--- src/rtl/ycc_fmt_pkg.sv ---
package ycc_fmt_pkg;
    typedef enum logic [1:0] {
        FMT_SEP422 = 2'b00,
        FMT_SEP411 = 2'b01,
        FMT_MUX    = 2'b10,
        FMT_ALT    = 2'b11
    } fmt_e;

    typedef enum logic [1:0] {
        SLOT0 = 2'd0,
        SLOT1 = 2'd1,
        SLOT2 = 2'd2,
        SLOT3 = 2'd3
    } slot_e;
endpackage

--- src/rtl/ycc_slot_fsm.sv ---
module ycc_slot_fsm
    import ycc_fmt_pkg::*;
(
    input  logic  clk,
    input  logic  rst_n,
    input  logic  in_valid,
    input  fmt_e  fmt,
    output slot_e slot
);
    slot_e slot_q;
    slot_e slot_d;

    always_ff @(posedge clk or negedge rst_n) begin
        if (!rst_n) slot_q <= SLOT0;
        else        slot_q <= slot_d;
    end

    always_comb begin
        slot_d = SLOT0;
        if (in_valid) begin
            unique case (slot_q)
                SLOT0: slot_d = SLOT1;
                SLOT1: slot_d = (fmt == FMT_SEP411 || fmt == FMT_MUX) ? SLOT2 : SLOT0;
                SLOT2: slot_d = SLOT3;
                SLOT3: slot_d = SLOT0;
            endcase
        end
    end

    assign slot = slot_q;

    // a gap cycle always returns the group position to the start
    assert_gap_restarts_R6: assert property (@(posedge clk) disable iff (!rst_n)
        !in_valid |=> slot_q == SLOT0);

    // two-pixel groups never reach the upper slots
    assert_pair_wraps_R3: assert property (@(posedge clk) disable iff (!rst_n)
        (in_valid && slot_q == SLOT1 && (fmt == FMT_SEP422 || fmt == FMT_ALT)) |=> slot_q == SLOT0);
endmodule

--- src/rtl/ycc_subst.sv ---
module ycc_subst #(
    parameter int unsigned DW      = 8,
    parameter int unsigned BLUE_Y  = 41,
    parameter int unsigned BLUE_CB = 240,
    parameter int unsigned BLUE_CR = 110
) (
    input  logic [DW-1:0] in_y,
    input  logic [DW-1:0] in_cb,
    input  logic [DW-1:0] in_cr,
    input  logic          in_lock,
    input  logic          blue_en,
    input  logic          kill,
    output logic [DW-1:0] eff_y,
    output logic [DW-1:0] eff_cb,
    output logic [DW-1:0] eff_cr
);
    localparam logic [DW-1:0] MID = DW'(1) << (DW - 1);

    logic blue_act;
    assign blue_act = blue_en && !in_lock;

    always_comb begin
        if (blue_act) begin
            eff_y  = DW'(BLUE_Y);
            eff_cb = DW'(BLUE_CB);
            eff_cr = DW'(BLUE_CR);
        end else if (kill) begin
            eff_y  = in_y;
            eff_cb = MID;
            eff_cr = MID;
        end else begin
            eff_y  = in_y;
            eff_cb = in_cb;
            eff_cr = in_cr;
        end
    end
endmodule

--- src/rtl/ycc_pack.sv ---
module ycc_pack
    import ycc_fmt_pkg::*;
#(
    parameter int unsigned DW      = 8,
    parameter int unsigned BLANK_Y = 16
) (
    input  logic          clk,
    input  logic          rst_n,
    input  logic          in_valid,
    input  fmt_e          fmt,
    input  slot_e         slot,
    input  logic [DW-1:0] eff_y,
    input  logic [DW-1:0] eff_cb,
    input  logic [DW-1:0] eff_cr,
    output logic [DW-1:0] out_y,
    output logic [DW-1:0] out_c,
    output logic          out_valid
);
    localparam logic [DW-1:0] MID   = DW'(1) << (DW - 1);
    localparam logic [DW-1:0] BLANK = DW'(BLANK_Y);

    logic [DW-1:0] hold_cr;
    logic [DW-1:0] pair_cr;
    logic [DW-1:0] y_d;
    logic [DW-1:0] c_d;

    // Cr of the group-leading pixel; bypass on the leading cycle itself
    assign pair_cr = (slot == SLOT0) ? eff_cr : hold_cr;

    always_ff @(posedge clk or negedge rst_n) begin
        if (!rst_n)                        hold_cr <= MID;
        else if (in_valid && slot == SLOT0) hold_cr <= eff_cr;
    end

    always_comb begin
        y_d = BLANK;
        c_d = MID;
        if (in_valid) begin
            unique case (fmt)
                FMT_MUX: begin
                    c_d = MID;
                    unique case (slot)
                        SLOT0: y_d = eff_cb;
                        SLOT1: y_d = eff_y;
                        SLOT2: y_d = pair_cr;
                        SLOT3: y_d = eff_y;
                    endcase
                end
                FMT_SEP411: begin
                    y_d = eff_y;
                    unique case (slot)
                        SLOT0: c_d = eff_cb;
                        SLOT1: c_d = pair_cr;
                        SLOT2: c_d = MID;
                        SLOT3: c_d = MID;
                    endcase
                end
                FMT_SEP422, FMT_ALT: begin
                    y_d = eff_y;
                    c_d = (slot == SLOT0) ? eff_cb : pair_cr;
                end
            endcase
        end
    end

    always_ff @(posedge clk or negedge rst_n) begin
        if (!rst_n) begin
            out_y     <= BLANK;
            out_c     <= MID;
            out_valid <= 1'b0;
        end else begin
            out_y     <= y_d;
            out_c     <= c_d;
            out_valid <= in_valid;
        end
    end

    assert_valid_latency_R2: assert property (@(posedge clk) disable iff (!rst_n)
        in_valid |=> out_valid);

    assert_blank_fill_R10: assert property (@(posedge clk) disable iff (!rst_n)
        !in_valid |=> (!out_valid && out_y == BLANK && out_c == MID));

    assert_mux_chroma_idle_R5: assert property (@(posedge clk) disable iff (!rst_n)
        (in_valid && fmt == FMT_MUX) |=> out_c == MID);

    assert_411_tail_mid_R4: assert property (@(posedge clk) disable iff (!rst_n)
        (in_valid && fmt == FMT_SEP411 && slot == SLOT2) |=> out_c == MID);
endmodule

--- src/rtl/ycc_out_fmt.sv ---
module ycc_out_fmt
    import ycc_fmt_pkg::*;
#(
    parameter int unsigned DW      = 8,
    parameter int unsigned BLANK_Y = 16,
    parameter int unsigned BLUE_Y  = 41,
    parameter int unsigned BLUE_CB = 240,
    parameter int unsigned BLUE_CR = 110
) (
    input  logic          clk,
    input  logic          rst_n,
    input  logic          in_valid,
    input  logic [DW-1:0] in_y,
    input  logic [DW-1:0] in_cb,
    input  logic [DW-1:0] in_cr,
    input  logic          in_lock,
    input  logic [1:0]    fmt,
    input  logic          kill,
    input  logic          blue_en,
    output logic [DW-1:0] out_y,
    output logic [DW-1:0] out_c,
    output logic          out_valid
);
    localparam logic [DW-1:0] MID = DW'(1) << (DW - 1);

    fmt_e          fmt_q;
    slot_e         slot;
    logic [DW-1:0] eff_y;
    logic [DW-1:0] eff_cb;
    logic [DW-1:0] eff_cr;

    assign fmt_q = fmt_e'(fmt);

    ycc_slot_fsm u_fsm (
        .clk      (clk),
        .rst_n    (rst_n),
        .in_valid (in_valid),
        .fmt      (fmt_q),
        .slot     (slot)
    );

    ycc_subst #(
        .DW      (DW),
        .BLUE_Y  (BLUE_Y),
        .BLUE_CB (BLUE_CB),
        .BLUE_CR (BLUE_CR)
    ) u_subst (
        .in_y    (in_y),
        .in_cb   (in_cb),
        .in_cr   (in_cr),
        .in_lock (in_lock),
        .blue_en (blue_en),
        .kill    (kill),
        .eff_y   (eff_y),
        .eff_cb  (eff_cb),
        .eff_cr  (eff_cr)
    );

    ycc_pack #(
        .DW      (DW),
        .BLANK_Y (BLANK_Y)
    ) u_pack (
        .clk       (clk),
        .rst_n     (rst_n),
        .in_valid  (in_valid),
        .fmt       (fmt_q),
        .slot      (slot),
        .eff_y     (eff_y),
        .eff_cb    (eff_cb),
        .eff_cr    (eff_cr),
        .out_y     (out_y),
        .out_c     (out_c),
        .out_valid (out_valid)
    );

    assert_blue_luma_R8: assert property (@(posedge clk) disable iff (!rst_n)
        (in_valid && blue_en && !in_lock && fmt != 2'b10) |=> out_y == DW'(BLUE_Y));

    assert_kill_chroma_R7: assert property (@(posedge clk) disable iff (!rst_n)
        (in_valid && kill && !(blue_en && !in_lock) && (fmt == 2'b00 || fmt == 2'b11))
        |=> out_c == MID);

    assert_unlock_ignored_R9: assert property (@(posedge clk) disable iff (!rst_n)
        (in_valid && !blue_en && !kill && fmt == 2'b00) |=> out_y == $past(in_y));
endmodule

--- config.mk ---
export PLATFORM = sky130hd
export DESIGN_NAME = ycc_out_fmt
export DESIGN_NICKNAME = d
export VERILOG_FILES = /design/src/rtl/ycc_fmt_pkg.sv /design/src/rtl/ycc_slot_fsm.sv /design/src/rtl/ycc_subst.sv /design/src/rtl/ycc_pack.sv /design/src/rtl/ycc_out_fmt.sv
export SDC_FILE = /design/constraint.sdc
export NUM_CORES = 1
export LEC_CHECK = 0
export BUFFER_PORTS_ARGS = -buffer_cell sky130_fd_sc_hd__buf_2
export CAP_MARGIN = 30
export CORE_MARGIN = 1
export CORE_UTILIZATION = 49
export DETAILED_ROUTE_END_ITERATION = 8
export PLACE_DENSITY = 0.79
export SETUP_SLACK_MARGIN = 0.15
export SYNTH_ARGS = -nofsm -noshare
export SYNTH_HDL_FRONTEND = slang
export SYNTH_SLANG_ARGS = --single-unit
export TNS_END_PERCENT = 10
--- constraint.sdc ---
create_clock -name clk -period 1.9 [get_ports clk]
set_clock_uncertainty 0.2 [all_clocks]
set_input_delay 0.19 -clock clk [delete_from_list [all_inputs] [get_ports clk]]
set_output_delay 0.19 -clock clk [all_outputs]
set_load 0.1 [all_outputs]
==> flow_summary_export.csv <==
group,metric,value,unit
run_status,status,"completed",
clocking,cts.sinks,27,
synth,netlist-cell-type-count,39,
final_layout,diodes,0,
timing,tightest_slew,0.928,ns
global_routing,global_route.overflow_total,0,
clocking,path_clk_slew,0.14,ns
clocking,cts.path.max_buffers,2,
floorplan,dieArea,3020,µm²
final_layout,area_growth,34.6,%
floorplan,die_h,54.9,µm
place,port-buffer-count,48,
synth,synth_ff_type,"sky130_fd_sc_hd__dfrtp_1",
critical_path,setup.worst_path.class,"in2reg",
synth,synthesis.yosys.warnings,0,
floorplan,io_pins,49,
pwr,leakage,0.000900,µW
final_layout,drive_gt1_share,31.4,%
synth,netlist.top_cell.by_area,"sky130_fd_sc_hd__dfrtp_1",
synth,yosys_register_bits,27,
route,vias,1342,
floorplan,placeableCoreArea,2570,µm²
clocking,cts_tree,"built",
final_layout,finish.cell_count_without_fillers,234,
global_routing,track_usage,25.8,%
route,remaining_drc_errors,0,
timing,final-hold-violation-count,0,
global_routing,first_global_vias,1227,
timing,whs,0.00884,ns
global_routing,grt_max_degree,28,
timing,slew_violations,0,
critical_path,crit_fanout,10,
floorplan,initial_utilization,53.5,%
critical_path,critPathLaunchType,"input pin",
pwr,peakVddDrop,0.601,mV
global_routing,global_route_wire_length_before_repair,5.41,mm
floorplan,die_width,54.9,µm
timing,report.final.setup_viol,0,
route,drt-total-wl,3.49,mm
route,viasPerCell,5.74,
synth,synth_seq_area_share,49.5,%
synth,synth_top_area_share,43.8,%
critical_path,critPathRequiredTime,1.99,ns
synth,synth_edf_count,0,
place,placedCellCount,212,
worst_hold_path,timing.hold.worst.class,"in2reg",
synth,synth_area_leaders,"sky130_fd_sc_hd__dfrtp_1 (44%), sky130_fd_sc_hd__dfstp_2 (5.7%), sky130_fd_sc_hd__nor2_1 (3.8%)",
final_layout,nNetsFinal,240,
final_layout,multi_input_area,619,µm²
synth,synth.cell_area,1370,µm²
timing,max_clock_freq,570,MHz
critical_path,timing.critical_path.to_type,"register",
synth,postSynthCellCount,139,
clocking,clock_tree.htree_level_count,1,
place,hpwl,2.32,mm
place,gp_congestion,0.876,
route,antenna_violating_nets_post_route,0,
synth,syn_area_per_cell,9.87,µm²
clocking,clockRootBuffer,"sky130_fd_sc_hd__clkbuf_4",
synth,mappedNetlistNets,174,
global_routing,number_of_antenna_violations_at_the_first_check_in_global_routing,0,
timing,setup_repair_after_global_routing_missed_its_margin,"yes",
synth,synthMostInstantiatedCell,"sky130_fd_sc_hd__dfrtp_1",
synth,netlist_top_cells_count,"sky130_fd_sc_hd__dfrtp_1 (24), sky130_fd_sc_hd__nor2_1 (14), sky130_fd_sc_hd__nand2b_1 (8)",
route,first_pass_iters,4,
final_layout,final.fill_count,198,
route,wl_per_cell,14.9,µm
clocking,clk_latency,0.34,ns
synth,postSynth.asyncResetShare,100,%
critical_path,critPathArrivalTime,1.84,ns
floorplan,core.rowCount,18,
route,dr.first_iter.drc_count,46,
pwr,p_per_area,769,nW/µm²
final_layout,register_area,679,µm²
timing,timing.slew.headroom,38.0,%
timing,finalCritPeriodShare,92.3,%
clocking,numCtsBuffers,3,
run,maxCapViolations,0,
timing,timing.setup.tns,0,ns
timing,final_period_minus_worst_setup_slack,1.75,ns
==> critical path: stages <==
cell                            delay (ns)
sky130_fd_sc_hd__dlygate4sd3_1        0.52
sky130_fd_sc_hd__buf_2                0.21
sky130_fd_sc_hd__or3b_2               0.52
sky130_fd_sc_hd__nor3_1               0.23
sky130_fd_sc_hd__a22o_1               0.17
==> cell type report <==
cell class              count  share of cell area [%]
well taps                  30                    2.03
clock inverters             1                   0.271
repair buffers             71                    24.8
flip-flops and latches     27                    36.8
multi-input cells          95                    33.5
inverters                   7                    1.42
clock buffers               3                    1.22
==> cell usage in the layout, fill, tap and decap left out, drive strengths merged, types with 5 or more instances in the layout <==
master and instances:
nor2b 5, dfrtp 24, nor2 14, dlygate4sd3 18, buf 53, nor3 7, nand2 7, a31oi 7
nand2b 8, a21oi 7, inv 7
==> metal layers <==
metal  part of all wire [%]  GRT usage, %  wire length [µm]  vias up
li1                       -             -                 -      624
met1                     41          34.1              1450      635
met2                     48          43.4              1690       76
met3                    8.3          3.55               288        7
met4                    1.8          8.75                64        0
met5                      0             0                 0        -
==> power breakdown <==
| part | internal [µW] | total, µW | switching, µW |
|---|---|---|---|
| clock | 79.5 | 258 | 178 |
| sequential | 637 | 678 | 41.1 |
| combinational | 147 | 485 | 338 |
| total | 863 | 1420 | 558 |
==> logic make-up after synthesis <==
| group | count (synthesis) | share of synthesized area (%) |
|---|---|---|
| buffers and inverters | 17 | 6.02 |
| DFF | 27 | 49.5 |
| adders and majority gates | 3 | 2.74 |
| and+or+nand+nor | 58 | 24.2 |
| AOI/OAI and AO/OA | 34 | 17.6 |
==> path summary, 6_finish.rpt <==
kind	slack, ns	from	cells past startpoint	to
min in group asynchronous	0.16	rst_n	2	u_pack.out_c[0]$_DFF_PN0_
setup reg to reg	0.15	u_fsm.slot[1]$_DFF_PN0_	3	u_pack.out_y[1]$_DFF_PN0_
hold reg to reg	0.32	u_pack.hold_cr[7]$_DFFE_PN1P_	2	u_pack.hold_cr[7]$_DFFE_PN1P_
hold / removal	0.009	in_y[7]	3	u_pack.out_y[7]$_DFF_PN0_
max in group asynchronous	0.95	rst_n	2	u_pack.hold_cr[7]$_DFFE_PN1P_
setup / recovery	0.15	in_valid	5	u_pack.hold_cr[4]$_DFFE_PN0P_
==> registers in the layout, indices dropped and copies added, names as in the netlist <==
name / flops
u_pack.out_valid: 1
u_fsm.slot: 2
u_pack.out_c: 8
u_pack.out_y: 8
u_pack.hold_cr: 8
==> stage by stage <==
step	total power (µW)	area, µm²	util (%)	worst slack (ns)
global route	1480	1850	72.0	0.0862
global placement	1120	1630	63.5	0.194
detailed placement	1140	1630	63.5	0.0664
finish	1420	1850	72.0	0.146
CTS	1410	1830	71.2	0.151
floorplan	1020	1370	-	0.237
==> timing repair <==
item / 4_1_cts / 5_1_grt
endpoints found under the setup margin: 0 / 11
buffers inserted: 0 / 0
endpoints found under the hold margin: 41 / 1
gates resized for setup: 0 / 2
hold buffers: 17 / 1
No activity file was read; power rests on OpenSTA's default activity.
